`config.mk`:
```
export PLATFORM = sky130hd
export DESIGN_NAME = masked_store_unit
export DESIGN_NICKNAME = d
export VERILOG_FILES = /design/src/rtl/mstore_pkg.sv /design/src/rtl/mstore_decode.sv /design/src/rtl/mstore_lane_enable.sv /design/src/rtl/mstore_ctrl.sv /design/src/rtl/masked_store_unit.sv
export SDC_FILE = /design/constraint.sdc
export NUM_CORES = 1
export LEC_CHECK = 0
export BUFFER_PORTS_ARGS = -buffer_cell sky130_fd_sc_hd__clkbuf_2
export CORE_MARGIN = 5
export CORE_UTILIZATION = 48
export CTS_CLUSTER_SIZE = 8
export DETAILED_ROUTE_END_ITERATION = 10
export PLACE_DENSITY = 0.95
export SLEW_MARGIN = 10
export SYNTH_ARGS = -nofsm -noshare
export SYNTH_HDL_FRONTEND = slang
export SYNTH_HIERARCHICAL = 1
export SYNTH_SLANG_ARGS = --single-unit
```
`constraint.sdc`:
```
create_clock -name clk -period 2.7 [get_ports clk]
set_input_delay 0.135 -clock clk [delete_from_list [all_inputs] [get_ports clk]]
set_output_delay 0.135 -clock clk [all_outputs]
set_load 0.005 [all_outputs]
```
`src/rtl/mstore_pkg.sv`:
```
package mstore_pkg;

    localparam logic [7:0] MST_OPCODE   = 8'hF7;
    localparam logic [1:0] MST_MOD_REG  = 2'b11;

    typedef enum logic [1:0] {
        ST_IDLE  = 2'd0,
        ST_WRITE = 2'd1,
        ST_SKIP  = 2'd2
    } mst_state_e;

endpackage

```
`src/rtl/mstore_decode.sv`:
```
module mstore_decode
    import mstore_pkg::*;
(
    input  logic [7:0] op_byte_i,
    input  logic [1:0] op_mod_i,
    output logic       legal_o
);

    always_comb begin
        legal_o = (op_mod_i == MST_MOD_REG) && (op_byte_i == MST_OPCODE);
    end

endmodule

```
`src/rtl/mstore_lane_enable.sv`:
```
module mstore_lane_enable #(
    parameter int LANES = 8,
    localparam int MASK_W = LANES * 8
) (
    input  logic [MASK_W-1:0] mask_i,
    output logic [LANES-1:0]  strb_o,
    output logic              any_o
);

    for (genvar g = 0; g < LANES; g++) begin : g_lane
        assign strb_o[g] = mask_i[g*8 + 7];
    end

    assign any_o = |strb_o;

endmodule

```
`src/rtl/mstore_ctrl.sv`:
```
module mstore_ctrl
    import mstore_pkg::*;
#(
    parameter int ADDR_W = 32,
    parameter int LANES  = 8,
    localparam int DATA_W = LANES * 8
) (
    input  logic              clk,
    input  logic              rst_n,
    input  logic              start_i,
    input  logic              legal_i,
    input  logic              any_i,
    input  logic [DATA_W-1:0] data_i,
    input  logic [LANES-1:0]  strb_i,
    input  logic [ADDR_W-1:0] addr_i,
    input  logic              wr_ready_i,
    output logic              wr_valid_o,
    output logic [ADDR_W-1:0] wr_addr_o,
    output logic [DATA_W-1:0] wr_data_o,
    output logic [LANES-1:0]  wr_strb_o,
    output logic              done_o,
    output logic              busy_o,
    output logic              illegal_o
);

    typedef struct packed {
        mst_state_e        state;
        logic [ADDR_W-1:0] addr;
        logic [DATA_W-1:0] data;
        logic [LANES-1:0]  strb;
        logic              done;
        logic              illegal;
    } ctrl_t;

    ctrl_t r_d, r_q;

    always_comb begin
        r_d         = r_q;
        r_d.done    = 1'b0;
        r_d.illegal = 1'b0;
        unique case (r_q.state)
            ST_IDLE: begin
                if (start_i) begin
                    if (!legal_i) begin
                        r_d.illegal = 1'b1;
                    end else begin
                        r_d.addr  = addr_i;
                        r_d.data  = data_i;
                        r_d.strb  = strb_i;
                        r_d.state = any_i ? ST_WRITE : ST_SKIP;
                    end
                end
            end
            ST_WRITE: begin
                if (wr_ready_i) begin
                    r_d.state = ST_IDLE;
                    r_d.done  = 1'b1;
                end
            end
            ST_SKIP: begin
                r_d.state = ST_IDLE;
                r_d.done  = 1'b1;
            end
            default: r_d.state = ST_IDLE;
        endcase
    end

    always_ff @(posedge clk) begin
        if (!rst_n) begin
            r_q <= '{state: ST_IDLE, addr: '0, data: '0, strb: '0,
                     done: 1'b0, illegal: 1'b0};
        end else begin
            r_q <= r_d;
        end
    end

    assign wr_valid_o = (r_q.state == ST_WRITE);
    assign wr_addr_o  = r_q.addr;
    assign wr_data_o  = r_q.data;
    assign wr_strb_o  = r_q.strb;
    assign done_o     = r_q.done;
    assign illegal_o  = r_q.illegal;
    assign busy_o     = (r_q.state != ST_IDLE);

    assert_payload_hold_R4: assert property (@(posedge clk) disable iff (!rst_n)
        wr_valid_o && !wr_ready_i |=> wr_valid_o && $stable(wr_addr_o)
            && $stable(wr_data_o) && $stable(wr_strb_o));

    assert_no_empty_write_R6: assert property (@(posedge clk) disable iff (!rst_n)
        wr_valid_o |-> wr_strb_o != '0);

    assert_done_single_R5: assert property (@(posedge clk) disable iff (!rst_n)
        done_o |=> !done_o);

    assert_done_after_accept_R5: assert property (@(posedge clk) disable iff (!rst_n)
        wr_valid_o && wr_ready_i |=> done_o && !wr_valid_o);

    assert_illegal_quiet_R7: assert property (@(posedge clk) disable iff (!rst_n)
        illegal_o |-> !busy_o && !done_o && !wr_valid_o);

    assert_busy_ignore_R8: assert property (@(posedge clk) disable iff (!rst_n)
        busy_o && start_i |=> !illegal_o);

endmodule

```
`src/rtl/masked_store_unit.sv`:
```
module masked_store_unit #(
    parameter int ADDR_W = 32,
    parameter int LANES  = 8,
    localparam int DATA_W = LANES * 8
) (
    input  logic              clk,
    input  logic              rst_n,
    input  logic              start_i,
    input  logic [7:0]        op_byte_i,
    input  logic [1:0]        op_mod_i,
    input  logic [DATA_W-1:0] src_data_i,
    input  logic [DATA_W-1:0] src_mask_i,
    input  logic [ADDR_W-1:0] dst_addr_i,
    output logic              busy_o,
    output logic              illegal_o,
    output logic              done_o,
    output logic              wr_valid_o,
    input  logic              wr_ready_i,
    output logic [ADDR_W-1:0] wr_addr_o,
    output logic [DATA_W-1:0] wr_data_o,
    output logic [LANES-1:0]  wr_strb_o
);

    logic             legal;
    logic             any_en;
    logic [LANES-1:0] lane_en;

    mstore_decode u_decode (
        .op_byte_i (op_byte_i),
        .op_mod_i  (op_mod_i),
        .legal_o   (legal)
    );

    mstore_lane_enable #(.LANES(LANES)) u_lanes (
        .mask_i (src_mask_i),
        .strb_o (lane_en),
        .any_o  (any_en)
    );

    mstore_ctrl #(.ADDR_W(ADDR_W), .LANES(LANES)) u_ctrl (
        .clk        (clk),
        .rst_n      (rst_n),
        .start_i    (start_i),
        .legal_i    (legal),
        .any_i      (any_en),
        .data_i     (src_data_i),
        .strb_i     (lane_en),
        .addr_i     (dst_addr_i),
        .wr_ready_i (wr_ready_i),
        .wr_valid_o (wr_valid_o),
        .wr_addr_o  (wr_addr_o),
        .wr_data_o  (wr_data_o),
        .wr_strb_o  (wr_strb_o),
        .done_o     (done_o),
        .busy_o     (busy_o),
        .illegal_o  (illegal_o)
    );

    assert_reset_idle_R1: assert property (@(posedge clk)
        !rst_n |=> !wr_valid_o && !done_o && !illegal_o && !busy_o);

endmodule

```
==> results of run 1 <==
-- routing by layer --
metal	GRT usage, %	vias to the layer above	wire length [microns]	part of all wire [%]
met4	9.49	0	426	3.1
met2	38.2	209	6620	48
met3	8.64	35	1380	10
met1	24.6	1940	5350	39
met5	0	-	0	0
li1	-	2146	-	-
-- area by class of cell --
type,count,area [sq um]
clock inverters,5,36.3
repair buffers,320,2100
flip-flops and latches,108,2160
well taps,136,170
inverters,3,11.3
clock buffers,11,141
fillers,804,3820
multi-input cells,337,1750
-- final timing paths --
kind	to	cells after the start	slack, ps	startpoint
setup / recovery	u_ctrl/wr_data_o[15]	6	750	u_ctrl/r_q[106]
hold / removal	u_ctrl/wr_data_o[4]	3	30	src_data_i[4]
setup reg to reg	u_ctrl/wr_data_o[15]	6	750	u_ctrl/r_q[106]
hold reg to reg	u_ctrl/wr_data_o[57]	2	460	u_ctrl/wr_data_o[57]
-- flip-flops by register name (all words and copies together), names as in the netlist --
signal            count
u_ctrl/done_o         1
u_ctrl/illegal_o      1
u_ctrl/wr_addr_o     32
u_ctrl/wr_data_o     64
u_ctrl/wr_strb_o      8
u_ctrl/r_q            2
-- worst register-to-register path: stages, from the launching register on --
cell and delay, ps:
dfxtp_1 340, inv_1 80, ha_1 300, and3_4 510, buf_4 370, nand2_1 100
a21boi_0 180
-- cell usage after synthesis (all sizes together), types with 2 or more instances --
library cell and n:
nand2 214, o21ai 2, nor4 2, inv 3, a21boi 105, buf 131, nand4b 2, ha 3
clkbuf 16, nand4 2, dfxtp 108
-- cells in the final DEF, fill, tap and decap left out, types with 2 or more instances in the layout --
cell / Yosys / final
a21boi_0: 65 / 65
clkbuf_2: 0 / 225
inv_1: 3 / 3
nor4_1: 2 / 2
buf_4: 115 / 2
nand4_1: 2 / 2
buf_12: 0 / 3
nand2_1: 214 / 214
ha_1: 3 / 3
clkinvlp_4: 0 / 3
o21ai_0: 2 / 2
dlygate4sd3_1: 0 / 90
clkbuf_8: 0 / 10
dfxtp_1: 108 / 108
a21boi_1: 40 / 40
nand4b_1: 2 / 2
-- power by group through the flow --
stage	clock network, mW	registers (mW)	logic [mW]
final	0.901	1.59	0.248
after floorplan	0	1.63	0.0490
after global routing	1.01	1.59	0.268
after CTS	0.936	1.59	0.240
after detailed placement	0	1.63	0.137
after global placement	0	1.63	0.136
-- cells by family (layout without fill, tap and decap cells) --
group                    after synthesis  in the layout
AND/OR/NAND/NOR                      226            226
buffers and inverters                150            339
AO/OA/AOI/OAI                        108            108
flip-flops                           108            108
adder cells (fa/ha/maj)                3              3
==> results.cfg, run 1 <==
[die]
ios = 282
dieWidth_microns = 111
dieArea_sq_um = 12400
rows = 37
fp.dieH_microns = 111
start_util_pct = 48.5
core_area_sq_um = 10200

[timing]
fin_setup_tns_ps = 0
fin_ws_ps = 747
whs_ps = 28.3
setup_viol = 0
finalCriticalPeriod_ps = 1950
rsz0062_at_grt = no
tightestPinTransition_ps = 698
fmax_mhz = 512
hold_viol_final = 0
timing.final.crit_share_pct = 72.3
max_slew_margin_pct = 53.5
finalClockSkew_ps = 8.34
slew_viol_final = 0

[power_and_ir_drop]
p_leak_nw = 2.71
ir_drop_uv = 227
pwr-share-comb_pct = 9.1
power_mw = 2.74
p_clk_share_pct = 32.9
power.density_nw_per_um2 = 431
p_int_mw = 2.13
p_sw_mw = 0.616
p_sw_share_pct = 22.5
seq_power_share_pct = 58.1

[clock_network]
cts_num_sinks = 108
cts.repair.resized = 0
cts-root-buf = clkbuf_8
holdBufCountCts = 90
clock_latency_ps = 360
path_clk_slew_ps = 100
cts_setup_buffers = 0
cts_buffer_depth = 2
h-tree-depth = 3
cts_inserted_buffers = 9
tritoncts = yes

[placed_design]
port_buffers = 225
place_inst = 814
placed_cell_area_sq_um = 5290
gp_congestion = 0.829
place_ws_ps = 639
dpl.hpwl_mm = 8.12

[route]
vias_per_cell = 4.71
wl_per_cell_microns = 15.0
routed_wirelength_mm = 13.8
num_vias = 4330
drtIter0Drc = 397
drc = 0
dr.pass1.iters = 4
antenna_left = 0

[worst_setup_path]
max_stage_delay_ps = 510
path_buf_inv = 2
required_ps = 2980
cpMaxStageDelayCell = and3_4
crit_path_cell_trace = inv_1 > ha_1 > and3_4 > buf_4 > nand2_1 > a21boi_0
critPathTopFamily = simple AND/OR/NAND/NOR gates
startpoint_type = flop
cp.arrival_ps = 2230
crit_fanout = 36
cp-end-kind = flop
critical_path_class = flop to flop

[logic_synthesis]
syn_nets = 772
synth.avg_cell_area_sq_um = 8.30
yosysTopAreaCellShare_pct = 43.8
yosys_warnings = 6
ys_async_sr_fraction_pct = 0
synth_top_family_by_area = buffers and inverters
synthSimpleGateAreaFrac_pct = 18.0
synth-seq-area-share_pct = 43.8
ys_types = 21
ys.flop_type = dfxtp_1
synth_mux_area_share_pct = 0
synth_cells = 595
synth_edf_count = 0
synth_compound_area_share_pct = 16.3
synth_area_leaders = dfxtp_1 (44%), buf_4 (17%), nand2_1 (16%)
synthesis.area_sq_um = 4940
yosys_register_bits = 108
yosys.area_share.adder_pct = 0.760
yosysTopAreaCell = dfxtp_1
yosys.area_share.xor_xnor_pct = 0

[global_routing]
grt-ovfl-total = 0
grt_pass1_wl_mm = 22.4
grt_pass1_vias = 4497
grt_max_degree = 72
antenna_found_initial = 0
grt_usage_pct = 22.3

[hold_path]
hp-class = input pin to flop

[layout]
nNetsFinal = 956
area_delta_synth_final_pct = 29.0
final_area_sq_um = 6370
drive_gt1_share_pct = 31.6
layout.cells.non_filler = 920
diodes = 0
final_util_pct = 62.5

[status]
status = complete, no violations

[run]
cap_violations = 0
Note: power is estimated with default switching activity, not from simulation.
==> run 2, diff against run 1 <==
--- a/config.mk
+++ b/config.mk
@@ -7,10 +7,10 @@
 export LEC_CHECK = 0
 export BUFFER_PORTS_ARGS = -buffer_cell sky130_fd_sc_hd__clkbuf_2
 export CORE_MARGIN = 5
-export CORE_UTILIZATION = 48
+export CORE_UTILIZATION = 44
 export CTS_CLUSTER_SIZE = 8
 export DETAILED_ROUTE_END_ITERATION = 10
-export PLACE_DENSITY = 0.95
+export PLACE_DENSITY = 0.92
 export SLEW_MARGIN = 10
 export SYNTH_ARGS = -nofsm -noshare
 export SYNTH_HDL_FRONTEND = slang
==> constraint.sdc (replaced) <==
create_clock -name clk -period 2 [get_ports clk]
set_input_delay 0.1 -clock clk [delete_from_list [all_inputs] [get_ports clk]]
set_output_delay 0.1 -clock clk [all_outputs]
set_load 0.005 [all_outputs]
==> run 2 against run 1 <==
Effect of this change: worst setup slack worse by 400 ps; first-iteration DRC count is 18% lower; critical path depth unchanged; count of clock-buffer cells in the layout grew 1; critical path type unchanged; largest power group unchanged.
==> results.cfg, run 2 (same netlist as run 1, synthesis figures left out) <==
[worst_setup_path]
cp-end-kind = flop
path_buf_inv = 2
required_ps = 2240
critical_path_class = flop to flop
max_stage_delay_ps = 330
critPathTopFamily = simple AND/OR/NAND/NOR gates
crit_path_cell_trace = inv_1 > ha_1 > and3_4 > buf_12 > nand2_1 > a21boi_0
cpMaxStageDelayCell = dfxtp_1
startpoint_type = flop
crit_fanout = 52
cp.arrival_ps = 1890

[clock_network]
tritoncts = yes
cts_setup_buffers = 0
cts_buffer_depth = 2
clock_latency_ps = 340
h-tree-depth = 3
cts_num_sinks = 108
cts_inserted_buffers = 9
path_clk_slew_ps = 70
cts.repair.resized = 0
cts-root-buf = clkbuf_16

[route]
num_vias = 4335
wl_per_cell_microns = 14.6
routed_wirelength_mm = 13.6
antenna_left = 0
dr.pass1.iters = 4
vias_per_cell = 4.67
drtIter0Drc = 327
drc = 0

[die]
fp.dieH_microns = 116
dieWidth_microns = 116
start_util_pct = 45.1
dieArea_sq_um = 13400
ios = 282
core_area_sq_um = 10900
rows = 38

[run]
cap_violations = 0

[layout]
layout.cells.non_filler = 929
area_delta_synth_final_pct = 32.9
largest_reg_flops = 64
multi_input_area_sq_um = 1750
diodes = 0
seqCellArea_sq_um = 2160
final_area_sq_um = 6560
nNetsFinal = 961
final_common_cell = clkbuf_2
nFillCells = 898
mostFrequentLayoutCells = clkbuf_2 (225), nand2_1 (214), dfxtp_1 (108)
drive_gt1_share_pct = 31.7

[timing]
finalCriticalPeriod_ps = 1650
fin_setup_tns_ps = 0
fin_ws_ps = 351
timing.final.crit_share_pct = 82.5
rsz0062_at_grt = no
whs_ps = 16.9
slew_viol_final = 0
setup_viol = 0
finalClockSkew_ps = 4.16
tightestPinTransition_ps = 475
hold_viol_final = 0
fmax_mhz = 606
max_slew_margin_pct = 68.3

[power_and_ir_drop]
p_leak_nw = 2.81
power.density_nw_per_um2 = 653
ir_drop_uv = 432

[placed_design]
port_buffers = 225
dpl.hpwl_mm = 8.05
placed_cell_area_sq_um = 5320
place_inst = 820
place_ws_ps = 450
gp_congestion = 0.760

[hold_path]
hp-class = input pin to flop

[global_routing]
grt_usage_pct = 19.7
grt_pass1_vias = 4345
grt-ovfl-total = 0
grt_pass1_wl_mm = 21.1
antenna_found_initial = 0
grt_max_degree = 57

[status]
status = complete, no violations
## run 2: tightest hold or removal path: stages
cell and delay [ps]:
clkbuf_2 80, nand2_1 50, a21boi_0 70
## run 2: path summary, 6_finish.rpt
kind                            start                   end  slack, ps  cells past startpoint
setup reg to reg      u_ctrl/r_q[106]  u_ctrl/wr_addr_o[29]        350                      6
hold / removal         dst_addr_i[13]  u_ctrl/wr_addr_o[13]         20                      3
hold reg to reg   u_ctrl/wr_addr_o[5]   u_ctrl/wr_addr_o[5]        450                      2
setup / recovery      u_ctrl/r_q[106]  u_ctrl/wr_addr_o[29]        350                      6
## run 2: metrics by stage
stage,utilization [%],power (mW)
2_1_floorplan,-,2.27
3_3_place_gp,48.7,2.38
3_5_place_dp,48.7,2.38
4_1_cts,60.0,4.33
5_1_grt,60.0,4.45
6_report,60.0,4.28
## run 2: final cells by class
| cell class | count | area share [%] |
|---|---|---|
| repair buffers | 325 | 32.9 |
| multi-input cells | 337 | 26.6 |
| clock inverters | 4 | 0.725 |
| inverters | 3 | 0.172 |
| well taps | 140 | 2.67 |
| clock buffers | 12 | 3.91 |
| flip-flops and latches | 108 | 33.0 |
## run 2: repair_timing
| action | in CTS | in global routing |
|---|---|---|
| hold endpoints to repair | 93 | 0 |
| endpoints found under the setup margin | 0 | 0 |
| hold buffers | 93 | 0 |
## run 2: per-layer routing
layer | wire [microns] | up-vias | GRT usage, %
met1 | 5070 | 1944 | 21.3
met2 | 6770 | 207 | 35.3
met4 | 345 | 0 | 7.97
met3 | 1420 | 28 | 6.68
li1 | - | 2156 | -
met5 | 0 | - | 0
## run 2: power by group
part / internal (mW) / switching, mW / total [mW]
combinational: 0.232 / 0.104 / 0.336
clock: 1.04 / 0.759 / 1.80
sequential: 2.15 / 0.000610 / 2.15
total: 3.42 / 0.864 / 4.28
